[src/rtl/t1InjPkg.sv]
package t1InjPkg;
  typedef struct packed {
    logic eligible;
    logic burstHit;
    logic contHit;
  } injStrobe_t;
endpackage

[src/rtl/injFrameTrack.sv]
module injFrameTrack #(
  parameter int FRAME_BITS = 193
) (
  input  logic clk,
  input  logic rstN,
  input  logic bitEn,
  input  logic multiframeStart,
  input  logic esfMode,
  output logic eligible
);
  localparam int BIT_W      = $clog2(FRAME_BITS);
  localparam int D4_FRAMES  = 12;
  localparam int ESF_FRAMES = 24;
  localparam int FRM_W      = $clog2(ESF_FRAMES);

  logic [BIT_W-1:0] bitCnt, curBit;
  logic [FRM_W-1:0] frameCnt, curFrame, lastFrame;
  logic alignNow, locked, ftSlot, fpsSlot;

  always_comb begin
    alignNow  = bitEn && multiframeStart;
    curBit    = alignNow ? '0 : bitCnt;
    curFrame  = alignNow ? '0 : frameCnt;
    lastFrame = esfMode ? FRM_W'(ESF_FRAMES - 1) : FRM_W'(D4_FRAMES - 1);
    // zero-based even frames carry terminal framing bits
    ftSlot    = ~curFrame[0];
    // zero-based frames 3,7,..,23 carry pattern-sequence bits
    fpsSlot   = (curFrame[1:0] == 2'b11);
    eligible  = bitEn && (locked || alignNow) && (curBit == '0) &&
                (esfMode ? fpsSlot : ftSlot);
  end

  always_ff @(posedge clk) begin
    if (!rstN) begin
      bitCnt   <= '0;
      frameCnt <= '0;
      locked   <= 1'b0;
    end else if (bitEn) begin
      if (alignNow) locked <= 1'b1;
      if (curBit == BIT_W'(FRAME_BITS - 1)) begin
        bitCnt   <= '0;
        frameCnt <= (curFrame >= lastFrame) ? '0 : curFrame + 1'b1;
      end else begin
        bitCnt   <= curBit + 1'b1;
        frameCnt <= curFrame;
      end
    end
  end
endmodule

[src/rtl/injCtrl.sv]
module injCtrl
  import t1InjPkg::*;
#(
  parameter int CONT_PERIOD = 128,
  parameter int BURST_LEN   = 3
) (
  input  logic clk,
  input  logic rstN,
  input  logic eligible,
  input  logic esfMode,
  input  logic contEn,
  input  logic burstEn,
  output injStrobe_t strobes,
  output logic [$clog2(CONT_PERIOD)-1:0] contCnt,
  output logic [$clog2(BURST_LEN+1)-1:0] burstLeft
);
  localparam int CNT_W = $clog2(CONT_PERIOD);
  localparam int BL_W  = $clog2(BURST_LEN + 1);

  logic burstPrev, modePrev, burstRise, modeChange;

  always_comb begin
    burstRise        = burstEn && !burstPrev;
    modeChange       = esfMode != modePrev;
    strobes.eligible = eligible;
    strobes.burstHit = eligible && (burstLeft != '0);
    strobes.contHit  = eligible && contEn && (contCnt == CNT_W'(CONT_PERIOD - 1));
  end

  always_ff @(posedge clk) begin
    if (!rstN) begin
      burstPrev <= 1'b0;
      modePrev  <= 1'b0;
      burstLeft <= '0;
      contCnt   <= '0;
    end else begin
      burstPrev <= burstEn;
      modePrev  <= esfMode;
      if (modeChange) begin
        burstLeft <= '0;
        contCnt   <= '0;
      end else begin
        if (burstRise)             burstLeft <= BL_W'(BURST_LEN);
        else if (strobes.burstHit) burstLeft <= burstLeft - 1'b1;
        if (!contEn)               contCnt <= '0;
        else if (eligible)         contCnt <= strobes.contHit ? '0 : contCnt + 1'b1;
      end
    end
  end
endmodule

[src/rtl/injDatapath.sv]
module injDatapath
  import t1InjPkg::*;
(
  input  logic       dataIn,
  input  injStrobe_t strobes,
  output logic       dataOut
);
  logic flip;
  always_comb begin
    // OR, not XOR: a coinciding burst and continuous hit invert once
    flip    = strobes.eligible && (strobes.burstHit || strobes.contHit);
    dataOut = dataIn ^ flip;
  end
endmodule

[src/rtl/t1FbitInjector.sv]
module t1FbitInjector
  import t1InjPkg::*;
#(
  parameter int FRAME_BITS  = 193,
  parameter int CONT_PERIOD = 128,
  parameter int BURST_LEN   = 3
) (
  input  logic clk,
  input  logic rstN,
  input  logic bitEn,
  input  logic multiframeStart,
  input  logic esfMode,
  input  logic contEn,
  input  logic burstEn,
  input  logic dataIn,
  output logic dataOut
);
  logic eligible;
  injStrobe_t strobes;
  logic [$clog2(CONT_PERIOD)-1:0] contCnt;
  logic [$clog2(BURST_LEN+1)-1:0] burstLeft;

  injFrameTrack #(.FRAME_BITS(FRAME_BITS)) i_track (
    .clk(clk), .rstN(rstN), .bitEn(bitEn), .multiframeStart(multiframeStart),
    .esfMode(esfMode), .eligible(eligible)
  );

  injCtrl #(.CONT_PERIOD(CONT_PERIOD), .BURST_LEN(BURST_LEN)) i_ctrl (
    .clk(clk), .rstN(rstN), .eligible(eligible), .esfMode(esfMode),
    .contEn(contEn), .burstEn(burstEn), .strobes(strobes),
    .contCnt(contCnt), .burstLeft(burstLeft)
  );

  injDatapath i_dp (.dataIn(dataIn), .strobes(strobes), .dataOut(dataOut));
endmodule

[config.mk]
export PLATFORM = sky130hd
export DESIGN_NAME = t1FbitInjector
export DESIGN_NICKNAME = d
export VERILOG_FILES = /design/src/rtl/t1InjPkg.sv /design/src/rtl/injFrameTrack.sv /design/src/rtl/injCtrl.sv /design/src/rtl/injDatapath.sv /design/src/rtl/t1FbitInjector.sv
export SDC_FILE = /design/constraint.sdc
export NUM_CORES = 1
export LEC_CHECK = 0
export BUFFER_PORTS_ARGS = -buffer_cell sky130_fd_sc_hd__buf_2
export CORE_MARGIN = 2
export CORE_UTILIZATION = 59
export DETAILED_ROUTE_END_ITERATION = 16
export PLACE_DENSITY = 0.76
export SYNTH_ARGS = -nofsm -noshare
export SYNTH_HDL_FRONTEND = slang
export SYNTH_SLANG_ARGS = --single-unit
[constraint.sdc]
create_clock -name clk -period 4.5 [get_ports clk]
set_input_delay 1.35 -clock clk [delete_from_list [all_inputs] [get_ports clk]]
set_output_delay 1.35 -clock clk [all_outputs]
set_load 0.01 [all_outputs]
# Word level (Yosys, flattened, before mapping)
# Index checks and enable logic that the tools add are counted.
[totals] romBits=0 n_memories=0 latchBits=0 reg_bits=25 out_inout_bits=1 inputBits=8 elab_cells=48 ramBits=0
[op_classes] mul=0 bitwise=4 n_shift=0 addsub=4 muxes=10 n_lt_le_gt_ge=1 div=0 n_eq_ne=4 n_reduce_logical=18
[ops] operator="$mux 5" n=4
[ops] operator="$mux 8" n=2
[ops] operator="$logic_and 1x1->1" n=9
[ops] operator="$add 8x1->8 const B" n=1
[ops] operator="$eq 8x8->1 const B" n=1
[ops] operator="$logic_not 8->1" n=1
[ops] operator="$add 7x1->7 const B" n=1
[ops] operator="$eq 7x7->1 const B" n=1
[ops] operator="$mux 7" n=1
[ops] operator="$add 5x1->5 const B" n=1
[ops] operator="$ge 5x5->1" n=1
[ops] operator="$mux 2" n=2
[ops] operator="$reduce_bool 2->1" n=2
[ops] operator="$not 1->1" n=3
[ops] operator="$reduce_or 3->1" n=1
[ops] operator="$eq 2x2->1 const B" n=1
[ops] operator="$logic_or 1x1->1" n=2
[ops] operator="$reduce_and 2->1" n=1
[ops] operator="$reduce_or 2->1" n=1
[ops] operator="$sub 2x1->2 const B" n=1
[ops] operator="$logic_not 1->1" n=1
[ops] operator="$mux 1" n=1
[ops] operator="$ne 1x1->1" n=1
[ops] operator="$xor 1x1->1" n=1

# Depth between registers and ports, before layout
# Gate-level depths: netlist of run 1.
[logic_depth] depth_word=10 ltp_mapped=10 mapped_depth_nobuf=9

# Cells and area by module
# From an unflattened synthesis of run 1, not the netlist that was laid out.
[hier_totals] hier_cells=172 area_unflattened_um2=1463.9
[by_module_without_submodules] mod="injFrameTrack" seq_area_each_um2=280.3 instances=1 cells_per_inst=117 area_each_um2=935.9
[by_module_without_submodules] mod="injCtrl" seq_area_each_um2=220.2 instances=1 cells_per_inst=53 area_each_um2=510.5
[by_module_without_submodules] mod="injDatapath" seq_area_each_um2=0.0 instances=1 cells_per_inst=2 area_each_um2=17.5

# Worst setup path before layout of run 1
# OpenSTA, ideal clock, no wires.
[synth_path] path_type="input -> output" startpoint="in multiframeStart" endpoint="out dataOut" arrival_time_ns=2.872 cell_stages=9 n_path_buf=2 path_slack_ns=0.278 required_time_ns=3.150 path_cell_list="buf_2 nand2_1 and2_1 ha_1 o21ai_0 or2_1 buf_6 a21oi_1 xor2_1"
[synth_via] elab_chain_len=10 word_cells_on_any_way=17 cone_classes="eq/ne: 1; mux: 3; bitwise: 2; reduce/logical: 11"
[synth_lines] item="from (decl)" line_no="t1FbitInjector.sv:11" text="input logic multiframeStart,"
[synth_lines] item="$logic_and 1x1->1 (*)" line_no="injFrameTrack.sv:21" text="alignNow = bitEn && multiframeStart;"
[synth_lines] item="$mux 8, or another cell as far along" line_no="injFrameTrack.sv:22" text="curBit = alignNow ? '0 : bitCnt;"
[synth_lines] item="$logic_not 8->1, or another cell as far along" line_no="injFrameTrack.sv:29" text="eligible = bitEn && (locked || alignNow) && (curBit == '0) &&"
[synth_lines] item="$logic_and 1x1->1 or $mux 1 (tied branches)" line_no="injFrameTrack.sv:29, injFrameTrack.sv:30"
[synth_lines] item="$logic_and 1x1->1 (*)" line_no="injFrameTrack.sv:29"
[synth_lines] item="$logic_and 1x1->1 (2 in a row)" line_no="injCtrl.sv:27" text="strobes.contHit = eligible && contEn && (contCnt == CNT_W'(CONT_PERIOD - 1));"
[synth_lines] item="$logic_or 1x1->1" line_no="injDatapath.sv:11" text="flip = strobes.eligible && (strobes.burstHit || strobes.contHit);"
[synth_lines] item="$logic_and 1x1->1 (*)" line_no="injDatapath.sv:11"
[synth_lines] item="$xor 1x1->1 (*)" line_no="injDatapath.sv:12" text="dataOut = dataIn ^ flip;"
[synth_lines] item="to (decl)" line_no="t1FbitInjector.sv:16" text="output logic dataOut"
# Mark *: on every way between the ends. The rest lies on a longest branch, timed or not.

# Final worst setup path of run 1
[layout_path] startpoint="in bitEn" endpoint="out dataOut"
[layout_via] elab_chain_len=10 word_cells_on_any_way=17 cone_classes="eq/ne: 1; mux: 3; bitwise: 2; reduce/logical: 11"
[layout_lines] item="from (decl)" line_no="t1FbitInjector.sv:10" text="input logic bitEn,"
[layout_lines] item="$logic_and 1x1->1" line_no="injFrameTrack.sv:21"
[layout_lines] item="$mux 8, or another cell as far along" line_no="injFrameTrack.sv:22"
[layout_lines] item="$logic_not 8->1, or another cell as far along" line_no="injFrameTrack.sv:29"
[layout_lines] item="$logic_and 1x1->1 or $mux 1 (tied branches)" line_no="injFrameTrack.sv:29, injFrameTrack.sv:30"
[layout_lines] item="$logic_and 1x1->1 (*)" line_no="injFrameTrack.sv:29"
[layout_lines] item="$logic_and 1x1->1 (2 in a row)" line_no="injCtrl.sv:27"
[layout_lines] item="$logic_or 1x1->1" line_no="injDatapath.sv:11"
[layout_lines] item="$logic_and 1x1->1 (*)" line_no="injDatapath.sv:11"
[layout_lines] item="$xor 1x1->1 (*)" line_no="injDatapath.sv:12"
# Marked as above.

==> results of run 1 <==
## cell families (layout without fill, tap and decap cells)
kind of cell,Yosys count,count (layout),share of synthesized area (%)
flip-flops,25,25,34.8
XOR/XNOR,6,6,3.66
multiplexers,2,2,1.39
AND/OR/NAND/NOR,80,80,29.9
AO/OA/AOI/OAI,42,42,19.1
buffers and inverters,13,22,4.09
adder cells (fa/ha/maj),8,8,6.96
## worst paths after layout
path,from,slack [ps],cells past startpoint,to
max,bitEn,280,9,dataOut
min reg2reg,i_ctrl.contCnt[1]$_SDFFE_PP0P_,500,2,i_ctrl.contCnt[1]$_SDFFE_PP0P_
min,i_ctrl.contCnt[1]$_SDFFE_PP0P_,500,2,i_ctrl.contCnt[1]$_SDFFE_PP0P_
max reg2reg,i_track.frameCnt[3]$_SDFFE_PN0P_,2440,7,i_track.frameCnt[2]$_SDFFE_PN0P_
## cell usage after synthesis
master and count:
dfxtp_1 25, nand2_1 19, nor2_1 19, o21ai_0 10
a21oi_1 9, ha_1 8, a31oi_1 7, inv_1 7
and2_1 6, nand3_1 6, nand2b_1 5, nand3b_1 4
nor3_1 4, xnor2_1 4, clkbuf_1 3, nand4_1 3
o211ai_1 3, o21a_1 3, and3_1 2, buf_2 2
mux2i_1 2, o22ai_1 2, or2_2 2, or3_1 2
xor2_1 2, a211oi_1 1, a21bo_2 1, a21o_1 1
a22oi_1 1, a32oi_1 1, a32oi_2 1, a41o_1 1
and3_2 1, and4_1 1, and4bb_2 1, buf_6 1
nor3b_1 1, nor4_4 1, nor4bb_1 1, o221a_2 1
or2_1 1, or3b_1 1
## flip-flops by register name (all words and copies together), names as in the netlist
| register | count |
|---|---|
| i_ctrl.burstPrev | 1 |
| i_track.frameCnt | 5 |
| i_track.locked | 1 |
| i_ctrl.modePrev | 1 |
| i_ctrl.burstLeft | 2 |
| i_ctrl.contCnt | 7 |
| i_track.bitCnt | 8 |
## layout make-up
cell class	count	share of cell area (%)
timing repair buffer	11	4.09
multi-input combinational	138	57.4
clock inverter	1	0.327
tap	28	2.29
inverter	7	1.72
sequential	25	32.7
clock buffer	3	1.47
## metal layers
layer / vias up / wire length (µm) / track usage, %
met5: - / 0 / 0
met4: 0 / 47 / 10.7
met3: 6 / 119 / 3.11
met2: 33 / 1430 / 39.3
met1: 615 / 1260 / 28.0
li1: 648 / - / -
## worst max-delay path, stage by stage
cell	delay, ps
buf_2	220
nand2_1	170
and2_1	200
ha_1	240
o21ai_0	210
or2_1	150
a21oi_1	50
xor2_1	140
buf_2	140
## power by group through the flow
| stage | sequential, mW | combinational (mW) | clock [mW] |
|---|---|---|---|
| floorplan | 0.232 | 0.0322 | 0 |
| global placement | 0.233 | 0.0436 | 0 |
| detailed placement | 0.233 | 0.0458 | 0 |
| CTS | 0.228 | 0.0459 | 0.102 |
| global route | 0.229 | 0.0522 | 0.112 |
| finish | 0.228 | 0.0460 | 0.0983 |
## through the flow
stage	cells	hold WS [ps]	worst slack (ps)	total power, mW	util, %
after floorplan	176	429	278	0.264	-
after global placement	209	465	350	0.276	66.6
after detailed placement	209	472	261	0.279	66.6
after CTS	213	490	264	0.376	67.9
after global routing	213	506	71.7	0.393	67.9
final	213	495	276	0.373	67.9
==> metrics.txt, run 1 <==
largest net degree at the start of global routing=15; Die Height=53.4 µm; H-tree levels=1; via-per-instance ratio=6.11; layout cells sized above 1=12.4%; sw frac=25.6%; Clock Latency Late Sink=310 ps; area share of the largest cell type after synthesis=34.8%; relative slew slack=68.1%; Non-Filler Cell Area, Final=1530 µm²; die width=53.4 µm; total inserted antenna cells=0; placed cell area=1500 µm²; total negative slack=0 ps; Flop pwr share=61.2%; Resized cells post-CTS=0; switching pwr=0.0955 mW; die area=2850 µm²; DP Wirelength=2150 µm; post-CTS setup buffer count=0; Initial DRT Pass Iterations=4; Routed WL per cell=13.4 µm; Fin Clk Skew=3.01 ps; initial antenna violation count=0; Crit Path Category=primary input to output pin; first-pass GRT wire length=4820 µm; initial DRC count=25; hold buffer count at CTS=0; nets@finish=202; final wirelength=2850 µm; drc violations=0; TritonCTS Sinks=25; syn_area_per_cell=8.17 µm²; Synth cell types=42; post-synthesis sequential area ratio=34.8%; synth warn=0; maximum vdd ir drop=0.000169 V; status=completed; power per cell area=243 nW/µm²; commonest non-fill, non-tap cell in the layout=dfxtp_1; total grt overflow=0; CTS tree=done; Via Count=1,302; Final Hold Fails=0; setup violators final=0; #FFs+latches synth=25; Critical Path RT=3150 ps; CTS Buf Count=3; Worst Tran Pin Value=475 ps; RD Place Congestion=0.888; LEAKAGE=0.603 nW; Mapped Cells=176; Comb power frac=12.4%; crit path DAT=2870 ps; Core ar.=2250 µm²; Port Buffers=8; Final min period=4220 ps; commonest non-fill, non-tap cells in the layout=dfxtp_1, nand2_1, nor2_1; Cell Rows=17; CP Capture Type=output pin; Worst Hold Class=flip-flop to flip-flop; Clock Power Share=26.4%; number of global-route vias before repair=1,168; startpoint type of the worst setup path=primary input; clock slew at reported path FFs=130 ps; synth top area cells=dfxtp_1, ha_1, nand2_1; fmax=237 MHz; Ports=9; area grow syn2layout=6.44%; footprint of the multi-input gates=878 µm²; area leader, netlist=dfxtp_1; Netlist Area Pre-Place=1440 µm²; Tcrit/Tclk final=93.9%; Power Internal=0.277 mW; pins over their slew limit=0; Antenna Nets Post-Route=0; number of fill cells=193; max-cap violation count=0; clock root buffer master=clkbuf_4; Post-Syn Nets=192; RSZ-0062 raised after global routing=no; Max FO, Critical Path=14; GRT Util Overall=23.0%; clk buf depth=2; Storage cell area=500 µm²; Initial Util=63.8%
No activity file was read; power rests on OpenSTA's default activity.
==> inputs of run 2 (changes only) <==
ABC_AREA = 1   (was default)
CORE_UTILIZATION = 60   (was 59)
==> run 2 against run 1 <==
Against the previous run: synthesized area grew 16%; wire length grew 18%; cell area grew 16%; synthesized cell count grew 50%; critical path depth grew 5; global-route usage grew 0.31 points; core utilization shrank 1.6 points; setup slack gained 15 ps; die area grew 13%; critical endpoint unchanged; power grew 4.2%.
==> metrics.txt, run 2 <==
TritonCTS Sinks=25 (unchanged); RSZ-0062 raised after global routing=no (unchanged); area grow syn2layout=6.68% (was 6.44%); Mapped Cells=264 (was 176); hold buffer count at CTS=0 (unchanged); syn_area_per_cell=6.32 µm² (was 8.17 µm²); power per cell area=218 nW/µm² (was 243 nW/µm²); clock slew at reported path FFs=150 ps (was 130 ps); biggest regs=i_track.bitCnt x8, i_ctrl.contCnt x7, i_track.frameCnt x5 (unchanged); status=completed (unchanged); Antenna Nets Post-Route=0 (unchanged); area leader, netlist=dfxtp_1 (unchanged); hold endpoint=i_ctrl.burstLeft[1]$_SDFFE_PP0P_ (was i_ctrl.contCnt[1]$_SDFFE_PP0P_); Worst Tran Pin Value=438 ps (was 475 ps); CTS tree=done (unchanged); CTS Buf Count=3 (unchanged); area share of the largest cell type after synthesis=30.0% (was 34.8%); drc violations=0 (unchanged); Fin Clk Skew=1.48 ps (was 3.01 ps); Netlist Area Pre-Place=1670 µm² (was 1440 µm²); worst reg-to-reg setup slack=2780 ps (was 2440 ps); post-layout util=66.2% (was 67.9%); grt peak-use layer=met2 (unchanged); Worst Hold Class=flip-flop to flip-flop (unchanged); total negative slack=0 ps (unchanged); maximum vdd ir drop=0.000187 V (was 0.000169 V); met1 Use GR=32.9% (was 28.0%); Synth top cells by count=nand2_1, inv_1, nand3_1 (was dfxtp_1, nand2_1, nor2_1); met2 GRT Util=37.4% (was 39.3%); final wirelength=3370 µm (was 2850 µm); Final Hold Fails=0 (unchanged); die area=3220 µm² (was 2850 µm²); max-cap violation count=0 (unchanged); DP Wirelength=2570 µm (was 2150 µm); clk buf depth=2 (unchanged); Post-synth EDFFs=0 (unchanged); Tcrit/Tclk final=93.5% (was 93.9%); Final min period=4210 ps (was 4220 ps); count leader, synth=nand2_1 (was dfxtp_1); # placed instances=301 (was 209); pins over their slew limit=0 (unchanged); synth warn=0 (unchanged); RD Place Congestion=0.850 (was 0.888); GRT Util Overall=23.3% (was 23.0%); Final WS setup=290 ps (was 276 ps); main flop type after synthesis=dfxtp_1 (unchanged); reg-to-reg startpoint=i_track.frameCnt[3]$_SDFFE_PN0P_ (unchanged); Storage cell area=500 µm² (unchanged); fmax=238 MHz (was 237 MHz); initial DRC count=71 (was 25); startpoint type of the worst setup path=primary input (unchanged); synth top area cells=dfxtp_1, nand2_1, inv_1 (was dfxtp_1, ha_1, nand2_1); footprint of the multi-input gates=978 µm² (was 878 µm²); Ports=9 (unchanged); placed cell area=1730 µm² (was 1500 µm²); Clock Latency Late Sink=330 ps (was 310 ps); Non-Filler Cell Area, Final=1780 µm² (was 1530 µm²); layout cells sized above 1=12.3% (was 12.4%); total power=0.388 mW (was 0.373 mW); post-synthesis sequential area ratio=30.0% (was 34.8%); r2r worst-path depth=10 (was 7); commonest non-fill, non-tap cells in the layout=nand2_1, inv_1, nand3_1 (was dfxtp_1, nand2_1, nor2_1); total inserted antenna cells=0 (unchanged); Die Height=56.7 µm (was 53.4 µm); max reg flops=8 (unchanged); worst reg2reg path endpoint=i_track.frameCnt[4]$_SDFFE_PN0P_ (was i_track.frameCnt[2]$_SDFFE_PN0P_); Initial Util=62.1% (was 63.8%); Routed WL per cell=11.0 µm (was 13.4 µm); clock root buffer master=clkbuf_4 (unchanged); Async S/R FF share, synth=0% (unchanged); crit path DAT=2860 ps (was 2870 ps); Largest Register=i_track.bitCnt (unchanged); initial antenna violation count=0 (unchanged); die width=56.7 µm (was 53.4 µm); Cell Rows=19 (was 17); commonest non-fill, non-tap cell in the layout=nand2_1 (was dfxtp_1); Finished Layout Cells=307 (was 213); DP Worst Slack=213 ps (was 261 ps); Post-Syn Nets=280 (was 192); grt met3 use=2.07% (was 3.11%); number of fill cells=266 (was 193); relative slew slack=70.7% (was 68.1%); nets@finish=293 (was 202); Crit Path Category=primary input to output pin (unchanged); Port Buffers=8 (unchanged); total grt overflow=0 (unchanged); Max FO, Critical Path=9 (was 14); setup violators final=0 (unchanged); number of global-route vias before repair=1,408 (was 1,168); Via Count=1,616 (was 1,302); #FFs+latches synth=25 (unchanged); LEAKAGE=0.812 nW (was 0.603 nW); first-pass GRT wire length=6020 µm (was 4820 µm); Core ar.=2690 µm² (was 2250 µm²); Hold Path Origin=i_ctrl.burstLeft[1]$_SDFFE_PP0P_ (was i_ctrl.contCnt[1]$_SDFFE_PP0P_); Fin Hold WS=478 ps (was 495 ps); CP Capture Type=output pin (unchanged); Initial DRT Pass Iterations=4 (unchanged); H-tree levels=1 (unchanged); via-per-instance ratio=5.26 (was 6.11); largest net degree at the start of global routing=16 (was 15); Critical Path RT=3150 ps (about the same); hold path cells=2 (unchanged); Synth cell types=29 (was 42)
[run 2: critical path, stage by stage]
cell and delay (ps):
buf_2 100, nand2_1 140, buf_4 210, inv_2 80
nor2_1 130, inv_1 60, ha_1 190, nand2_2 90
nor2_2 50, nand3b_1 170, nand2_1 70, nand2_1 50
nand2_1 40, buf_2 130
[run 2: layout make-up]
type	count	area share [%]
inverters	41	8.65
flip-flops and latches	25	28.1
repair buffers	13	4.36
clock buffers	3	1.27
well taps	31	2.18
multi-input cells	193	55.0
clock inverters	1	0.422
[run 2: timing repair]
item / CTS / global route
resized for setup: 0 / 0
endpoints found under the setup margin: 0 / 1
buffers inserted: 0 / 2
[run 2: logic make-up (layout without fill, tap and decap cells)]
kind of cell	Yosys count	in the layout	synth area share [%]
and+or+nand+nor	151	151	41.3
buffers and inverters	46	58	11.3
AOI/OAI and AO/OA	33	33	10.9
DFF	25	25	30.0
adders and majority gates	8	8	6.00
xor gates and xnor gates	1	1	0.525
[run 2: worst max-delay path by stage]
stage	from	endpoint	slack, ps	cells after the start
global placement	bitEn	dataOut	270	14
CTS	bitEn	dataOut	210	14
detailed placement	bitEn	dataOut	210	14
finish	bitEn	dataOut	290	14
global route	bitEn	dataOut	60	16
floorplan	multiframeStart	dataOut	380	16
[run 2: report_power, final]
| part | switching, mW | total (mW) | internal [mW] |
|---|---|---|---|
| logic | 0.0344 | 0.0523 | 0.0179 |
| clock network | 0.0736 | 0.108 | 0.0340 |
| registers | 0.00221 | 0.228 | 0.226 |
| total | 0.110 | 0.388 | 0.278 |
[run 2: per-layer routing]
metal	wire length [µm]	vias to the layer above
met5	0	-
met3	149	5
met4	44	0
met2	1480	40
li1	-	871
met1	1700	700
